`config.mk`:
```
export PLATFORM = sky130hd
export DESIGN_NAME = byte_alu
export DESIGN_NICKNAME = d
export VERILOG_FILES = /design/src/rtl/byte_alu.sv
export SDC_FILE = /design/constraint.sdc
export NUM_CORES = 1
export LEC_CHECK = 0
export BUFFER_PORTS_ARGS = -buffer_cell sky130_fd_sc_hd__buf_2
export CORE_UTILIZATION = 30
export CTS_CLUSTER_DIAMETER = 100
export DETAILED_ROUTE_END_ITERATION = 7
export PLACE_DENSITY = 0.59
export SYNTH_ARGS = -nofsm -noshare
export SYNTH_HDL_FRONTEND = slang
export SYNTH_SLANG_ARGS = --single-unit
```
`constraint.sdc`:
```
create_clock -name clk -period 10.1 [get_ports clk]
set_input_delay 2.525 -clock clk [delete_from_list [all_inputs] [get_ports clk]]
set_output_delay 2.525 -clock clk [all_outputs]
set_load 0.03 [all_outputs]
```
`src/rtl/byte_alu.sv`:
```
module byte_alu #(
  parameter int WIDTH = 8,
  parameter int IDXW  = $clog2(WIDTH)
) (
  input  logic             clk,
  input  logic             rst_n,
  input  logic             exec_en,
  input  logic [5:0]       op_sel,
  input  logic [WIDTH-1:0] w_in,
  input  logic [WIDTH-1:0] opnd_in,
  input  logic [IDXW-1:0]  bit_idx,
  output logic [WIDTH-1:0] result,
  output logic             skip,
  output logic             c_next,
  output logic             hc_next,
  output logic             z_next,
  output logic             c_we,
  output logic             hc_we,
  output logic             z_we,
  output logic [2:0]       status
);
  localparam int HALF = WIDTH / 2;

  localparam logic [5:0] OP_PASS  = 6'd0;
  localparam logic [5:0] OP_ADD   = 6'd1;
  localparam logic [5:0] OP_SUB   = 6'd2;
  localparam logic [5:0] OP_INC   = 6'd3;
  localparam logic [5:0] OP_DEC   = 6'd4;
  localparam logic [5:0] OP_INCSZ = 6'd5;
  localparam logic [5:0] OP_DECSZ = 6'd6;
  localparam logic [5:0] OP_AND   = 6'd7;
  localparam logic [5:0] OP_OR    = 6'd8;
  localparam logic [5:0] OP_XOR   = 6'd9;
  localparam logic [5:0] OP_COM   = 6'd10;
  localparam logic [5:0] OP_SWAP  = 6'd11;
  localparam logic [5:0] OP_RR    = 6'd12;
  localparam logic [5:0] OP_RL    = 6'd13;
  localparam logic [5:0] OP_CLR   = 6'd14;
  localparam logic [5:0] OP_BSET  = 6'd15;
  localparam logic [5:0] OP_BCLR  = 6'd16;
  localparam logic [5:0] OP_BTSC  = 6'd17;
  localparam logic [5:0] OP_BTSS  = 6'd18;

  logic             flag_c, flag_hc, flag_z;
  logic             is_sub;
  logic [WIDTH-1:0] addend;
  logic [WIDTH:0]   sum;
  logic [HALF:0]    hsum;
  logic [WIDTH-1:0] inc_v, dec_v, mask;

  assign is_sub = (op_sel == OP_SUB);
  assign addend = is_sub ? ~w_in : w_in;
  assign sum    = {1'b0, opnd_in} + {1'b0, addend} + {{WIDTH{1'b0}}, is_sub};
  assign hsum   = {1'b0, opnd_in[HALF-1:0]} + {1'b0, addend[HALF-1:0]} + {{HALF{1'b0}}, is_sub};
  assign inc_v  = opnd_in + 1'b1;
  assign dec_v  = opnd_in - 1'b1;
  assign mask   = {{(WIDTH-1){1'b0}}, 1'b1} << bit_idx;

  always_comb begin
    result  = opnd_in;
    skip    = 1'b0;
    c_next  = flag_c;
    hc_next = flag_hc;
    c_we    = 1'b0;
    hc_we   = 1'b0;
    z_we    = 1'b0;
    case (op_sel)
      OP_PASS: z_we = 1'b1;
      OP_ADD, OP_SUB: begin
        result  = sum[WIDTH-1:0];
        c_next  = sum[WIDTH];
        hc_next = hsum[HALF];
        c_we    = 1'b1;
        hc_we   = 1'b1;
        z_we    = 1'b1;
      end
      OP_INC:   begin result = inc_v; z_we = 1'b1; end
      OP_DEC:   begin result = dec_v; z_we = 1'b1; end
      OP_INCSZ: begin result = inc_v; skip = (inc_v == '0); end
      OP_DECSZ: begin result = dec_v; skip = (dec_v == '0); end
      OP_AND:   begin result = opnd_in & w_in; z_we = 1'b1; end
      OP_OR:    begin result = opnd_in | w_in; z_we = 1'b1; end
      OP_XOR:   begin result = opnd_in ^ w_in; z_we = 1'b1; end
      OP_COM:   begin result = ~opnd_in; z_we = 1'b1; end
      OP_SWAP:  result = {opnd_in[HALF-1:0], opnd_in[WIDTH-1:HALF]};
      OP_RR: begin
        result = {flag_c, opnd_in[WIDTH-1:1]};
        c_next = opnd_in[0];
        c_we   = 1'b1;
      end
      OP_RL: begin
        result = {opnd_in[WIDTH-2:0], flag_c};
        c_next = opnd_in[WIDTH-1];
        c_we   = 1'b1;
      end
      OP_CLR:  begin result = '0; z_we = 1'b1; end
      OP_BSET: result = opnd_in | mask;
      OP_BCLR: result = opnd_in & ~mask;
      OP_BTSC: skip = ((opnd_in & mask) == '0);
      OP_BTSS: skip = ((opnd_in & mask) != '0);
      default: ;
    endcase
  end

  assign z_next = (result == '0);

  always_ff @(posedge clk or negedge rst_n) begin
    if (!rst_n) begin
      flag_c  <= 1'b0;
      flag_hc <= 1'b0;
      flag_z  <= 1'b0;
    end else if (exec_en) begin
      if (c_we)  flag_c  <= c_next;
      if (hc_we) flag_hc <= hc_next;
      if (z_we)  flag_z  <= z_next;
    end
  end

  assign status = {flag_z, flag_hc, flag_c};

  a_r11_hold_when_idle: assert property (@(posedge clk) disable iff (!rst_n)
    !exec_en |=> $stable(status));

  a_r11_zero_commit: assert property (@(posedge clk) disable iff (!rst_n)
    exec_en && z_we |=> status[2] == ($past(result) == '0));

  a_r2_add_carry: assert property (@(posedge clk) disable iff (!rst_n)
    exec_en && op_sel == OP_ADD |=>
      status[0] == ((({1'b0, $past(w_in)} + {1'b0, $past(opnd_in)}) >> WIDTH) != 0));

  a_r3_sub_no_borrow: assert property (@(posedge clk) disable iff (!rst_n)
    exec_en && op_sel == OP_SUB |=> status[0] == ($past(opnd_in) >= $past(w_in)));

  a_r6_skip_source: assert property (@(posedge clk) disable iff (!rst_n)
    skip |-> (op_sel == OP_INCSZ || op_sel == OP_DECSZ || op_sel == OP_BTSC || op_sel == OP_BTSS));

  a_r7_carry_only_rotate: assert property (@(posedge clk) disable iff (!rst_n)
    c_we && !hc_we |-> (op_sel == OP_RR || op_sel == OP_RL) && !z_we);
endmodule

```
# After elaboration in Yosys (flattened, before gate mapping)
# Cells that the tools add are included.
[op_classes]
n_eq_ne = 18
n_addsub = 6
muxes = 8
reduce_logical = 14
shift = 1
bitwise = 9
[ops]
columns = ["op", "n"]
rows = [
  ["one-hot mux 8 bit (13 select lines)", 1],
  ["equality test 6 x 4 -> 1 bit (second input constant)", 8],
  ["zero test 8 bit", 4],
  ["AND 8 bit", 3],
  ["equality test 6 x 3 -> 1 bit (second input constant)", 4],
  ["inverter 8 bit", 3],
  ["equality test 6 x 5 -> 1 bit (second input constant)", 3],
  ["OR 8 bit", 2],
  ["equality test 6 x 2 -> 1 bit (second input constant)", 2],
  ["OR reduction 10 bit", 1],
  ["adder 8 x 8 -> 9 bit", 1],
  ["adder 9 x 1 -> 9 bit", 1],
  ["adder 8 x 1 -> 8 bit (second input constant)", 1],
  ["2-to-1 mux 8 bit", 1],
  ["nonzero test 8 bit", 1],
  ["<< shifter 1 x 3 -> 8 bit (first input constant)", 1],
  ["subtractor 8 x 1 -> 8 bit (second input constant)", 1],
  ["XOR 8 bit", 1],
  ["equality test 6 x 1 -> 1 bit (second input constant)", 1],
  ["zero test 6 bit", 1],
  ["AND reduction 2 bit", 3],
  ["OR reduction 2 bit", 3],
  ["adder 4 x 4 -> 5 bit", 1],
  ["adder 5 x 1 -> 5 bit", 1],
  ["4 further kinds", 7],
]
[word_totals]
out_inout_bits = 18
word_cells = 59
register_bits = 3

# Logic depth before layout (Yosys ltp)
[depth]
ltp_word = 6
depth_mapped = 14
ltp_nobuf = 12

# Worst setup path before layout
# OpenSTA, ideal clock, no wires.
[synth_path]
path_type = "input to output"
start = "in op_sel[5]"
end = "out z_next"
arrival_time_ns = 6.805
n_path_buf = 1
setup_slack_ns = 0.770
required_ns = 7.575
stages = 12
cell_sequence = "buf_2 nor4_1 nand2_1 xnor2_1 fa_1 a221oi_1 o21a_1 xnor2_1 nor2_1 or4_4 or4b_4 nor3_1"
[synth_between]
elab_chain_len = 6
word_cells_on_any_way = 24
[synth_rtl]
columns = ["element", "line_no", "source"]
rows = [
  ["start, declared", "8", "input logic [5:0] op_sel,"],
  ["equality test 6 x 2 -> 1 bit", "51, 67", ""],
  ["2-to-1 mux 8 bit", "52", "assign addend = is_sub ? ~w_in : w_in;"],
  ["adder 8 x 8 -> 9 bit", "53", "assign sum = {1'b0, opnd_in} + {1'b0, addend} + {{WIDTH{1'b0}}, is_sub};"],
  ["adder 9 x 1 -> 9 bit", "53", ""],
  ["one-hot mux 8 bit (13 select lines) (*)", "67", "case (op_sel)"],
  ["via result[6]", "12", "output logic [WIDTH-1:0] result,"],
  ["zero test 8 bit (*)", "105", "assign z_next = (result == '0);"],
  ["end, declared", "16", "output logic z_next,"],
]
# The timed path passes the listed nets; every way through them passes the cells marked *.

# Final worst setup path
[layout_path]
start = "in op_sel[3]"
end = "out z_next"
[layout_between]
elab_chain_len = 6
word_cells_on_any_way = 24
[layout_rtl]
columns = ["element", "line_no"]
rows = [
  ["equality test 6 x 2 -> 1 bit", "51, 67"],
  ["2-to-1 mux 8 bit", "52"],
  ["adder 8 x 8 -> 9 bit", "53"],
  ["adder 9 x 1 -> 9 bit", "53"],
  ["one-hot mux 8 bit (13 select lines) (*)", "67"],
  ["zero test 8 bit (*)", "105"],
]
# Every way passes the cells marked *; elsewhere a longest branch is shown, timed or not.

==> impl_metrics.toml <==
[drt]
wl_mm = 9.46
vias_per_cell = 6.55
vias = 3050
drtAntennaViolNets = 0
drc = 0
firstDrtPassIters = 8
wl_per_cell_um = 20.3
initialDrtViolationCount = 573

[synthesis]
synth-simple-area-share_pct = 31.3
seq_area_frac_synth_pct = 3.18
syn_inst = 349
synth_compound_area_share_pct = 38.0
synth_top_family_by_area = "compound AO/OA/AOI/OAI gates"
synthAdderAreaFrac_pct = 7.22
ys.flop_type = "dfrtp_1"
ys_async_sr_fraction_pct = 100
synth_xor_area_share_pct = 6.69
synth_top_area_share_pct = 6.37
post_synth_most_frequent_cells = "nand2_1 (32), nor2_1 (24), a21oi_1 (21), o21ai_0 (18), clkbuf_1 (15)"
synth_fp_nets = 390
synth_most_common_cell = "nand2_1"
syn_area_um2 = 2360
ys_top_cells_by_area = "ha_1 (6.4%), xnor2_1 (5.2%), nand2_1 (5.1%), a21oi_1 (4.5%), o21ai_0 (3.8%)"
synth_edf_count = 0
muxShareOfSynthArea_pct = 4.03
yosys.area.top_type = "ha_1"
avgSynthCellArea_um2 = 6.75
synth-seq-cells = 3
yosys_warnings = 0
synth.distinct_cells = 76

[layout]
layout-drive-gt1-share_pct = 18.8
finalInstanceArea_um2 = 2590
diodes = 0
syn2layout_area_growth_pct = 9.98
fin_nets = 409

[timing]
layout_min_cycle_time_ps = 9690
slew_headroom_pct = 36.4
tns_ps = 0
clock-skew-final_ps = 1.61
setup_viol_count_final = 0
fin_crit_sh_pct = 96.0
rsz0062_at_grt = "no"
finalHoldViolCount = 0
worstMarginPinSlew_ps = 945
slew_viol_final = 0
fmax_mhz = 103

[global_routing]
grt_overflow = 0
track_usage_pct = 22.4
grt_start_max_net_pins = 28
grt_pass1_vias = 2706
antenna_found_initial = 0
grt_pass1_wl_mm = 14.9

[pwr]
p_leak_nw = 1.03
power_frac_clock_pct = 20.8
pwr-share-comb_pct = 70.3
power_density_nw_per_um2 = 65.3
ir_drop_uv = 21.0
internal_power_mw = 0.0801
sequentialPowerShare_pct = 8.9
p_sw_share_pct = 52.7
switchingPower_mw = 0.0893

[place]
placed_area_um2 = 2550
gp_congestion = 0.966
hpwl_mm = 6.97
port_buffers = 45

[hold_path]
hp-class = "register to register"
worstHoldEndpoint = "flag_z"
hold_path.startpoint = "flag_z"
whs_path_depth = 2

[worst_setup_path]
worstPathMaxFanout = 16
worstSetupEndpointType = "output pin"
rrSetupSlack_ps = 7740
cp_cell_sequence = "buf_2 > nor4_1 > nand2_1 > xnor2_1 > ha_1 > and2_1 > a221oi_1 > o21a_1 > xnor2_1 > nor2_1 > or4_4 > or4b_4 > nor3_1 > buf_2"
r2r_cells = 6
r2r-end = "flag_z"
cp_slowest_cell = "nor4_1"
crit_type = "primary input to output pin"
worstPathArrival_ps = 7170
path_depth = 14
cp_top_family = "simple AND/OR/NAND/NOR gates"
cp.required_ps = 7580
crit_buf_inv = 2
timing.rr.start = "flag_c"
cp_slowest_stage_delay_ps = 690
cp-start-kind = "primary input"

[floorplan]
initial_core_util_pct = 31.8
dieArea_um2 = 8220
die_w_um = 90.6
rows = 31
die_h_um = 90.6
ioPinCount = 46
core_um2 = 7410

[cts]
htreeDepth = 1
clockRootBuffer = "clkbuf_8"
post_cts_buffers = 0
cts.clk_slew.worst_paths_ps = 30
clk_path_buf_depth = 2
cts_tree = "done"
insertion_delay_ps = 220
cts_resized = 0
cts_hold_buf = 0
clock_sinks = 3
cts_buffers = 3

[flow_run]
cap_viol_max_count = 0

[outcome]
outcome = "finished, final reports clean"
[state kept, by name, indices dropped and copies added, names as in the netlist]
signal   count
flag_z       1
flag_hc      1
flag_c       1
[cells in the final DEF (no fill, tap or decap), types with 5 or more instances in the layout]
cell type	instances
buf_2	45
nand2_1	32
nor2_1	24
a21oi_1	21
o21ai_0	18
xnor2_1	14
inv_1	13
nor3_1	13
ha_1	12
nand4_1	10
a31oi_1	9
nand3_1	9
nor2b_1	8
a22oi_1	7
and2_1	6
o211ai_1	6
nor4_1	5
mux2i_1	5
and3_1	5
o22ai_1	5
o221ai_1	5
[metal layers]
metal  routed length [um]  track usage (%)  up-vias
met2                 4180             35.0      214
li1                     -                -     1383
met1                 3770             29.7     1407
met4                  407             8.74        0
met5                    0                0        -
met3                 1100             4.97       46
[per-stage QoR]
| step | setup WS, ps | power [mW] | util (%) | cells | hold slack (ps) |
|---|---|---|---|---|---|
| 2_1_floorplan | 770 | 0.0994 | - | 349 | 450 |
| 3_3_place_gp | 632 | 0.131 | 34.4 | 462 | 468 |
| 3_5_place_dp | 524 | 0.131 | 34.4 | 462 | 490 |
| 4_1_cts | 489 | 0.168 | 35.0 | 466 | 497 |
| 5_1_grt | 175 | 0.180 | 35.0 | 466 | 519 |
| 6_report | 409 | 0.169 | 35.0 | 466 | 484 |
[kinds of logic after synthesis]
group,count (synthesis)
AND/OR/NAND/NOR,135
AO/OA/AOI/OAI,124
buffers and inverters,47
XOR/XNOR,18
adder cells (fa/ha/maj),13
multiplexers,9
flip-flops,3
[tightest hold or removal path, stage by stage, from the launching register on]
cell     delay [ps]
dfrtp_1         340
nand2_1          60
o41ai_2          50
[worst max-delay path by stage]
stage,from,end
after CTS,op_sel[3],z_next
after floorplan,op_sel[5],z_next
after global placement,op_sel[3],z_next
after global routing,op_sel[2],z_next
after detailed placement,op_sel[3],z_next
final,op_sel[3],z_next
[final cells by class]
type	instances	area, um2
tap	99	124
inverter	14	52.6
clock buffer	4	45.0
timing repair buffer	47	240
multi-input combinational	299	2060
sequential	3	75.1
fill	802	4820
[power by group through the flow]
stage	combinational, mW	clock [mW]	sequential (mW)
3_3_place_gp	0.116	0	0.0151
2_1_floorplan	0.0847	0	0.0147
4_1_cts	0.116	0.0362	0.0151
6_report	0.119	0.0353	0.0151
3_5_place_dp	0.116	0	0.0152
5_1_grt	0.128	0.0372	0.0154
Note: power is estimated with default switching activity, not from simulation.
